$ cat config.mk
export PLATFORM = sky130hd
export DESIGN_NAME = xfer_byte_counter
export DESIGN_NICKNAME = d
export VERILOG_FILES = /design/src/rtl/xfer_cnt_pkg.sv /design/src/rtl/xfer_cnt_ctrl.sv /design/src/rtl/xfer_cnt_dp.sv /design/src/rtl/xfer_cnt_rdmux.sv /design/src/rtl/xfer_byte_counter.sv
export SDC_FILE = /design/constraint.sdc
export NUM_CORES = 1
export LEC_CHECK = 0
export CORE_MARGIN = 1.5
export CORE_UTILIZATION = 58
export CTS_BUF_LIST = sky130_fd_sc_hd__clkbuf_16
export CTS_CLUSTER_SIZE = 24
export DETAILED_ROUTE_END_ITERATION = 6
export DONT_BUFFER_PORTS = 1
export PLACE_DENSITY = 0.86
export SLEW_MARGIN = 20
export SYNTH_ARGS = -nofsm -noshare
export SYNTH_HDL_FRONTEND = slang
export SYNTH_SLANG_ARGS = --single-unit
$ cat constraint.sdc
create_clock -name clk -period 2.4 [get_ports clk]
set_input_delay 0.24 -clock clk [delete_from_list [all_inputs] [get_ports clk]]
set_output_delay 0.24 -clock clk [all_outputs]
set_load 0.01 [all_outputs]
$ cat src/rtl/xfer_cnt_pkg.sv
package xfer_cnt_pkg;
  // Operation that the control selects for the count register this cycle
  typedef struct packed {
    logic loadSeq;   // replace whole count from sequencer
    logic wrLow;     // write low byte
    logic wrHigh;    // write high byte
    logic pickMcu;   // byte source is the microcontroller port
    logic dec;       // decrement by one
  } cntOp_t;
endpackage

$ cat src/rtl/xfer_cnt_ctrl.sv
module xfer_cnt_ctrl
  import xfer_cnt_pkg::*;
#(
  parameter int ADDR_W = 16,
  parameter logic [ADDR_W-1:0] LOW_ADDR  = 16'hFF82,
  parameter logic [ADDR_W-1:0] HIGH_ADDR = 16'hFF83,
  parameter logic [ADDR_W-1:0] TRIG_ADDR = 16'hFF84
) (
  input  logic              clk,
  input  logic              rstN,
  input  logic              mcuWrEn,
  input  logic [ADDR_W-1:0] mcuAddr,
  input  logic              hostWrEn,
  input  logic [ADDR_W-1:0] hostAddr,
  input  logic              seqLoadEn,
  input  logic              hostDataRd,
  input  logic              bufMemWr,
  input  logic              dirToMem,
  input  logic              cntZero,
  input  logic              cntOne,
  output cntOp_t            op,
  output logic              xferActive,
  output logic              countZero
);
  logic mcuLow, mcuHigh, mcuTrig;
  logic hostLow, hostHigh, hostTrig;
  logic countStrobe, trigger, lastByte;

  assign mcuLow   = mcuWrEn  && (mcuAddr  == LOW_ADDR);
  assign mcuHigh  = mcuWrEn  && (mcuAddr  == HIGH_ADDR);
  assign mcuTrig  = mcuWrEn  && (mcuAddr  == TRIG_ADDR);
  assign hostLow  = hostWrEn && (hostAddr == LOW_ADDR);
  assign hostHigh = hostWrEn && (hostAddr == HIGH_ADDR);
  assign hostTrig = hostWrEn && (hostAddr == TRIG_ADDR);

  assign countStrobe = dirToMem ? bufMemWr : hostDataRd;
  assign trigger     = mcuTrig || hostTrig;

  // Fixed priority: mcu byte write, sequencer, host byte write, decrement
  always_comb begin
    op = '0;
    if (mcuLow || mcuHigh) begin
      op.wrLow   = mcuLow;
      op.wrHigh  = mcuHigh;
      op.pickMcu = 1'b1;
    end else if (seqLoadEn) begin
      op.loadSeq = 1'b1;
    end else if (hostLow || hostHigh) begin
      op.wrLow  = hostLow;
      op.wrHigh = hostHigh;
    end else if (xferActive && countStrobe && !cntZero) begin
      op.dec = 1'b1;
    end
  end

  assign lastByte = op.dec && cntOne;

  always_ff @(posedge clk) begin
    if (!rstN) begin
      xferActive <= 1'b0;
      countZero  <= 1'b0;
    end else begin
      countZero <= lastByte;
      if (!xferActive && trigger && !cntZero)
        xferActive <= 1'b1;
      else if (lastByte)
        xferActive <= 1'b0;
    end
  end
endmodule

$ cat src/rtl/xfer_cnt_dp.sv
module xfer_cnt_dp
  import xfer_cnt_pkg::*;
#(
  parameter int DATA_W = 8,
  localparam int CNT_W = 2 * DATA_W
) (
  input  logic              clk,
  input  logic              rstN,
  input  cntOp_t            op,
  input  logic [DATA_W-1:0] mcuWrData,
  input  logic [DATA_W-1:0] hostWrData,
  input  logic [CNT_W-1:0]  seqLoadVal,
  output logic [CNT_W-1:0]  cnt,
  output logic              cntZero,
  output logic              cntOne
);
  logic [DATA_W-1:0] wrByte;
  logic [CNT_W-1:0]  nextCnt;

  assign wrByte = op.pickMcu ? mcuWrData : hostWrData;

  always_comb begin
    nextCnt = cnt;
    if (op.loadSeq) begin
      nextCnt = seqLoadVal;
    end else if (op.dec) begin
      nextCnt = cnt - 1'b1;
    end else begin
      if (op.wrLow)  nextCnt[DATA_W-1:0]     = wrByte;
      if (op.wrHigh) nextCnt[CNT_W-1:DATA_W] = wrByte;
    end
  end

  always_ff @(posedge clk) begin
    if (!rstN) cnt <= '0;
    else       cnt <= nextCnt;
  end

  assign cntZero = (cnt == '0);
  assign cntOne  = (cnt == {{(CNT_W-1){1'b0}}, 1'b1});
endmodule

$ cat src/rtl/xfer_cnt_rdmux.sv
module xfer_cnt_rdmux #(
  parameter int ADDR_W = 16,
  parameter int DATA_W = 8,
  parameter logic [ADDR_W-1:0] LOW_ADDR  = 16'hFF82,
  parameter logic [ADDR_W-1:0] HIGH_ADDR = 16'hFF83,
  localparam int CNT_W = 2 * DATA_W
) (
  input  logic [ADDR_W-1:0] addr,
  input  logic [CNT_W-1:0]  cnt,
  output logic [DATA_W-1:0] rdData
);
  always_comb begin
    if (addr == LOW_ADDR)       rdData = cnt[DATA_W-1:0];
    else if (addr == HIGH_ADDR) rdData = cnt[CNT_W-1:DATA_W];
    else                        rdData = '0;
  end
endmodule

$ cat src/rtl/xfer_byte_counter.sv
module xfer_byte_counter
  import xfer_cnt_pkg::*;
#(
  parameter int ADDR_W = 16,
  parameter int DATA_W = 8,
  parameter logic [ADDR_W-1:0] LOW_ADDR  = 16'hFF82,
  parameter logic [ADDR_W-1:0] HIGH_ADDR = 16'hFF83,
  parameter logic [ADDR_W-1:0] TRIG_ADDR = 16'hFF84,
  localparam int CNT_W = 2 * DATA_W
) (
  input  logic              clk,
  input  logic              rstN,
  input  logic              mcuWrEn,
  input  logic [ADDR_W-1:0] mcuAddr,
  input  logic [DATA_W-1:0] mcuWrData,
  output logic [DATA_W-1:0] mcuRdData,
  input  logic              hostWrEn,
  input  logic [ADDR_W-1:0] hostAddr,
  input  logic [DATA_W-1:0] hostWrData,
  output logic [DATA_W-1:0] hostRdData,
  input  logic              seqLoadEn,
  input  logic [CNT_W-1:0]  seqLoadVal,
  input  logic              hostDataRd,
  input  logic              bufMemWr,
  input  logic              dirToMem,
  output logic [CNT_W-1:0]  count,
  output logic              xferActive,
  output logic              countZero
);
  cntOp_t cntOp;
  logic   cntZero, cntOne;

  xfer_cnt_ctrl #(
    .ADDR_W(ADDR_W), .LOW_ADDR(LOW_ADDR), .HIGH_ADDR(HIGH_ADDR), .TRIG_ADDR(TRIG_ADDR)
  ) u_ctrl (
    .clk(clk), .rstN(rstN),
    .mcuWrEn(mcuWrEn), .mcuAddr(mcuAddr),
    .hostWrEn(hostWrEn), .hostAddr(hostAddr),
    .seqLoadEn(seqLoadEn), .hostDataRd(hostDataRd), .bufMemWr(bufMemWr),
    .dirToMem(dirToMem), .cntZero(cntZero), .cntOne(cntOne),
    .op(cntOp), .xferActive(xferActive), .countZero(countZero)
  );

  xfer_cnt_dp #(.DATA_W(DATA_W)) u_dp (
    .clk(clk), .rstN(rstN), .op(cntOp),
    .mcuWrData(mcuWrData), .hostWrData(hostWrData), .seqLoadVal(seqLoadVal),
    .cnt(count), .cntZero(cntZero), .cntOne(cntOne)
  );

  // One read mux per bus port
  for (genvar p = 0; p < 2; p++) begin : g_rd
    logic [ADDR_W-1:0] portAddr;
    logic [DATA_W-1:0] portData;
    assign portAddr = (p == 0) ? mcuAddr : hostAddr;
    xfer_cnt_rdmux #(
      .ADDR_W(ADDR_W), .DATA_W(DATA_W), .LOW_ADDR(LOW_ADDR), .HIGH_ADDR(HIGH_ADDR)
    ) u_rd (.addr(portAddr), .cnt(count), .rdData(portData));
  end

  assign mcuRdData  = g_rd[0].portData;
  assign hostRdData = g_rd[1].portData;
endmodule

**Word level (Yosys, flattened, before mapping)**

Cells that the tools add are included.

- Register bits: 18
- Latch bits: 0
- Bits in writable memories: 0
- ROM bits: 0
- Input bits: 72
- Output and inout port bits: 34
- Logic and storage cells: 54
- Memories kept: 0

- $add $sub $neg: 1
- Multipliers: 0
- Divide/modulo/power cells: 0
- Magnitude comparators: 0
- Eq/ne operators: 7
- Shift-type cells: 0
- Muxes and demuxes: 22
- Bitwise gates (word level): 0
- Reductions and logical operators: 20

Operators with widths:

| kind | number |
|---|---|
| 16-bit == test, second input constant | 6 |
| 8-bit two-way mux | 7 |
| 16-bit two-way mux | 2 |
| 16-bit by 1-bit == test with 1-bit output, second input constant | 1 |
| 16-bit zero test | 1 |
| 16-bit by 1-bit subtractor with 16-bit output, second input constant | 1 |
| 1-bit logical AND | 11 |
| 1-bit two-way mux | 10 |
| 2-bit two-way mux | 3 |
| 3-bit nonzero test | 2 |
| 1-bit logical OR | 3 |
| 1-bit zero test | 2 |
| 2-bit nonzero test | 1 |

**Longest topological paths before layout**

- Word-level depth: 10
- Depth in mapped cells: 9
- Mapped depth without buffers: 8

**Cells and area by module**

A second synthesis with hierarchy kept.

- Cell total of the unflattened synthesis: 262
- Area total of the unflattened synthesis: 2028.2 um^2

Modules (own cells, without submodules):

| module | times used | cells each | area each (um^2) | seq. area each (um^2) |
|---|---|---|---|---|
| xfer_cnt_dp | 1 | 182 | 1348.8 | 320.3 |
| xfer_cnt_rdmux | 2 | 22 | 186.4 | 0.0 |
| xfer_cnt_ctrl | 1 | 36 | 306.5 | 40.0 |

**Worst setup path before layout**

OpenSTA, ideal clock, no wires.

- Path kind: register to register
- Start point: register u_dp.cnt[8]
- End point: register u_dp.cnt[3]
- Library setup time: 117 ps
- Arrival time: 2282 ps
- Required time: 2283 ps
- Slack: 1 ps
- Cell stages (with the launch flop): 7
- Path buffers: 0
- Period minus slack after synthesis: 2399 ps
- Cells stage by stage: dfxtp_1 > or4_4 > nand2b_4 > or3_4 > and2_4 > o32a_2 > a32o_1

- Cells in the longest elaborated chain, start to end: 9
- Elaborated cells on any way between the ends: 10
- Those cells by class: mux (6); reduce/logical (4)

RTL lines:

| what | RTL line | RTL |
|---|---|---|
| start, declared | xfer_cnt_dp.sv:13 | `output logic [CNT_W-1:0] cnt,` |
| start signal, assigned | xfer_cnt_dp.sv:36 | `else cnt <= nextCnt;` |
| 16-bit zero test * | xfer_cnt_dp.sv:39 | `assign cntZero = (cnt == '0);` |
| 1-bit zero test * | xfer_cnt_ctrl.sv:51 | `end else if (xferActive && countStrobe && !cntZero) begin` |
| 1-bit logical AND * | xfer_cnt_ctrl.sv:51 |  |
| 1-bit two-way mux * | xfer_cnt_ctrl.sv:51 |  |
| 1-bit two-way mux * | xfer_cnt_ctrl.sv:48 | `end else if (hostLow \|\| hostHigh) begin` |
| 1-bit two-way mux * | xfer_cnt_ctrl.sv:46 | `end else if (seqLoadEn) begin` |
| 1-bit two-way mux * | xfer_cnt_ctrl.sv:42 | `if (mcuLow \|\| mcuHigh) begin` |
| 16-bit two-way mux | xfer_cnt_dp.sv:26 | `end else if (op.dec) begin` |
| 16-bit two-way mux | xfer_cnt_dp.sv:24 | `if (op.loadSeq) begin` |

Mark *: on every way between the ends. The rest lies on a longest branch, timed or not.
A chain may end at the register's enable or synchronous reset.

**Worst setup path in the final report**

Ends and elaborated chain as after synthesis.

==> summary.md <==
| Metric | Value |
|---|---|
| # placed instances | `311` |
| Initial drt markers | `127` |
| WP data arrival | `2.47 ns` |
| Gate Count Post-Synth | `253` |
| RSZ-0062 raised after global routing | `no` |
| # DRC | `0` |
| Clk_lat worst skew | `0.25 ns` |
| Post-synthesis sequential area ratio | `19.4%` |
| Net Count, Synth | `328` |
| Top-count cell post-synth | `nor2_1` |
| Die Span Y | `59.6 microns` |
| Crit-path max FO | `6` |
| Post-synth EDFFs | `0` |
| CTS tree | `yes` |
| Pin count of the biggest net entering global routing | `21` |
| Die W | `59.6 microns` |
| Power Density | `452 nW/um^2` |
| Simple-gate share of the synthesized area | `34.4%` |
| Synth Area in Compound Gates | `22.6%` |
| Post-synthesis mux area share | `10.4%` |
| Critical Path Start Type | `register` |
| Count of final setup violators | `0` |
| PortBufs | `0` |
| Reg2Reg Setup Slack | `0.07 ns` |
| Critical path required time | `2.55 ns` |
| Worst r2r src | `u_dp.cnt[8]` |
| Main combinational cell family by area after synthesis | `simple AND/OR/NAND/NOR gates` |
| Fmax | `430 MHz` |
| Worst Skew | `0.00299 ns` |
| Predominant post-synthesis flop cell | `dfxtp_1` |
| Setup ws final | `0.0733 ns` |
| Max-cap violations | `0` |
| Top area cells in the synthesized netlist | `dfxtp_1 19%, mux2i_1 9.2%, nor2_1 8.9%` |
| Synth warnings | `0` |
| Clock transition at path regs | `0.06 ns` |
| Async SR Flop Fraction | `0%` |
| Post-synthesis adder-cell area fraction | `2.02%` |
| Non-Filler Instances | `317` |
| Boundary pin count | `106` |
| H-Tree Depth | `1` |
| Mean Syn Cell Area | `7.35 sq um` |
| List of most frequent post-synthesis cells | `44 x nor2_1, 19 x nand2_1, 18 x dfxtp_1` |
| Synth top area share | `19.4%` |
| Worst vdd ir | `0.000249 V` |
| Final Cell Area | `2170 sq um` |
| Hold Path End | `u_ctrl.countZero` |
| Hold_sp | `rstN` |
| XOR/XNOR Fraction of Synth Area | `5.65%` |
| Slew @ Worst Pin | `0.749 ns` |
| Tcrit/Tclk final | `96.9%` |
| Global-route wire length before repair | `9240 microns` |
| Setup TNS Final | `0 ns` |
| Critical Setup Path Class | `reg -> reg` |
| Final min period | `2.33 ns` |
| Drt wl/cell | `19.9 microns` |
| Worst hold path class | `in -> reg` |
| Core footprint | `3050 sq um` |
| Router iterations before antenna repair | `5` |
| Cell variety after synth | `53` |
| Slew headroom | `49.8%` |
| Worst hold slack | `0.115 ns` |
| Post-Route WL | `6310 microns` |
| Clock Sinks | `18` |
| CTS Hold Bufs | `0` |
| Setup crit end kind | `register` |
| Starting Density | `60.9%` |
| Area after DPL | `2060 sq um` |
| Leading area contributor after synthesis | `dfxtp_1` |
| Synthesized area | `1860 sq um` |
| Layout Utilization | `71.2%` |
| Number of nets in the layout | `349` |
| Global Route Usage Sum | `35.2%` |
| GRT overflow | `0` |
| Final Wtd Congestion | `1.01` |
| FF+latch count, synth | `18` |
| Cts bufs inserted | `3` |
| Root Driver | `clkbuf_16` |
| Share of layout cells above drive strength 1 | `19.0%` |
| Outcome | `completed` |
| Area growth from synthesis to layout | `16.9%` |
| Hold Vio Cnt, Final | `0` |
| Total power | `0.983 mW` |
| Core Rows | `20` |
| Die area | `3550 sq um` |
| Vias post-DR | `2130` |
| Hold Path Cell Cnt | `1` |
| Reg2Reg Depth | `6` |
| Leak | `0.894 nW` |
| Worst reg2reg path endpoint | `u_dp.cnt[3]` |
| Vias in the first global route | `1934` |
| Final ANT Viol Nets | `0` |
| Pre-CTS setup slack | `0.0265 ns` |
| HPWL after detailed placement | `4710 microns` |
| Ant. Diodes | `0` |
| Initial antenna violation count | `0` |
| Vias per cell | `6.72` |
| Clk buf depth | `2` |
| Slew Viols, Final | `0` |
-- report_power, final --
part | leakage [nW] | internal (mW) | switching, mW
Clock | 0.0385 | 0.222 | 0.125
Combinational | 0.707 | 0.142 | 0.162
Sequential | 0.148 | 0.318 | 0.0148
-- layer usage --
layer | wire, microns | global-route usage [%]
met5 | 0 | 0
met4 | 144 | 12.7
met3 | 745 | 9.83
met2 | 2940 | 57.3
met1 | 2480 | 44.3
-- worst max-delay path by stage --
stage,from,endpoint,slack [ns]
final,u_dp.cnt[8],u_dp.cnt[3],0.07
after global routing,u_dp.cnt[8],u_dp.cnt[3],0.02
after CTS,u_dp.cnt[8],u_dp.cnt[3],0.02
after detailed placement,u_dp.cnt[8],u_dp.cnt[3],0.03
after global placement,u_dp.cnt[8],u_dp.cnt[3],0.06
after floorplan,u_dp.cnt[8],u_dp.cnt[3],0.0007
-- layout by cell type (no fill, tap or decap), drive strengths merged, types with 4 or more instances in the layout --
master / instances
nand3: 9
inv: 8
nand2b: 4
nand3b: 6
and2: 4
nor2: 44
nand4: 5
a21oi: 14
nor3: 4
nor2b: 4
or4: 4
nor4: 6
o2bb2ai: 6
a31oi: 6
a32o: 4
o311a: 5
nand2: 20
o21ai: 10
mux2i: 17
buf: 30
dfxtp: 18
xor2: 9
-- registers in the layout, summed over array words and instances (netlist names) --
name and flops:
u_ctrl.countZero 1, u_ctrl.xferActive 1, u_dp.cnt 16
-- cell families (layout without fill, tap and decap cells) --
logic type | Yosys count | in the layout
flops | 18 | 18
fa+ha+maj | 3 | 3
xor+xnor | 12 | 12
compound gates | 58 | 58
simple gates | 120 | 121
buf+inv | 23 | 42
mux | 19 | 19
-- worst max-delay path: stages, from the launching register on --
cell and delay (ns):
dfxtp_1 0.31, or4_4 0.53, nand2b_4 0.16, or3_4 0.38, and2_4 0.21, o32a_2 0.38
a32o_1 0.24
-- layout make-up --
type	instances	area [sq um]
Clock buffer	3	75.1
Sequential cell	18	360
Fill cell	258	880
Tap cell	44	55.1
Clock inverter	1	3.75
Multi-Input combinational cell	213	1420
Timing Repair Buffer	30	225
Inverter	8	30.0
-- repair_timing --
item,CTS,global route
endpoints found under the setup margin,0,11
buffers inserted,0,1
hold endpoints to repair,0,0
gates resized for setup,0,5
No activity file was read; power rests on OpenSTA's default activity.
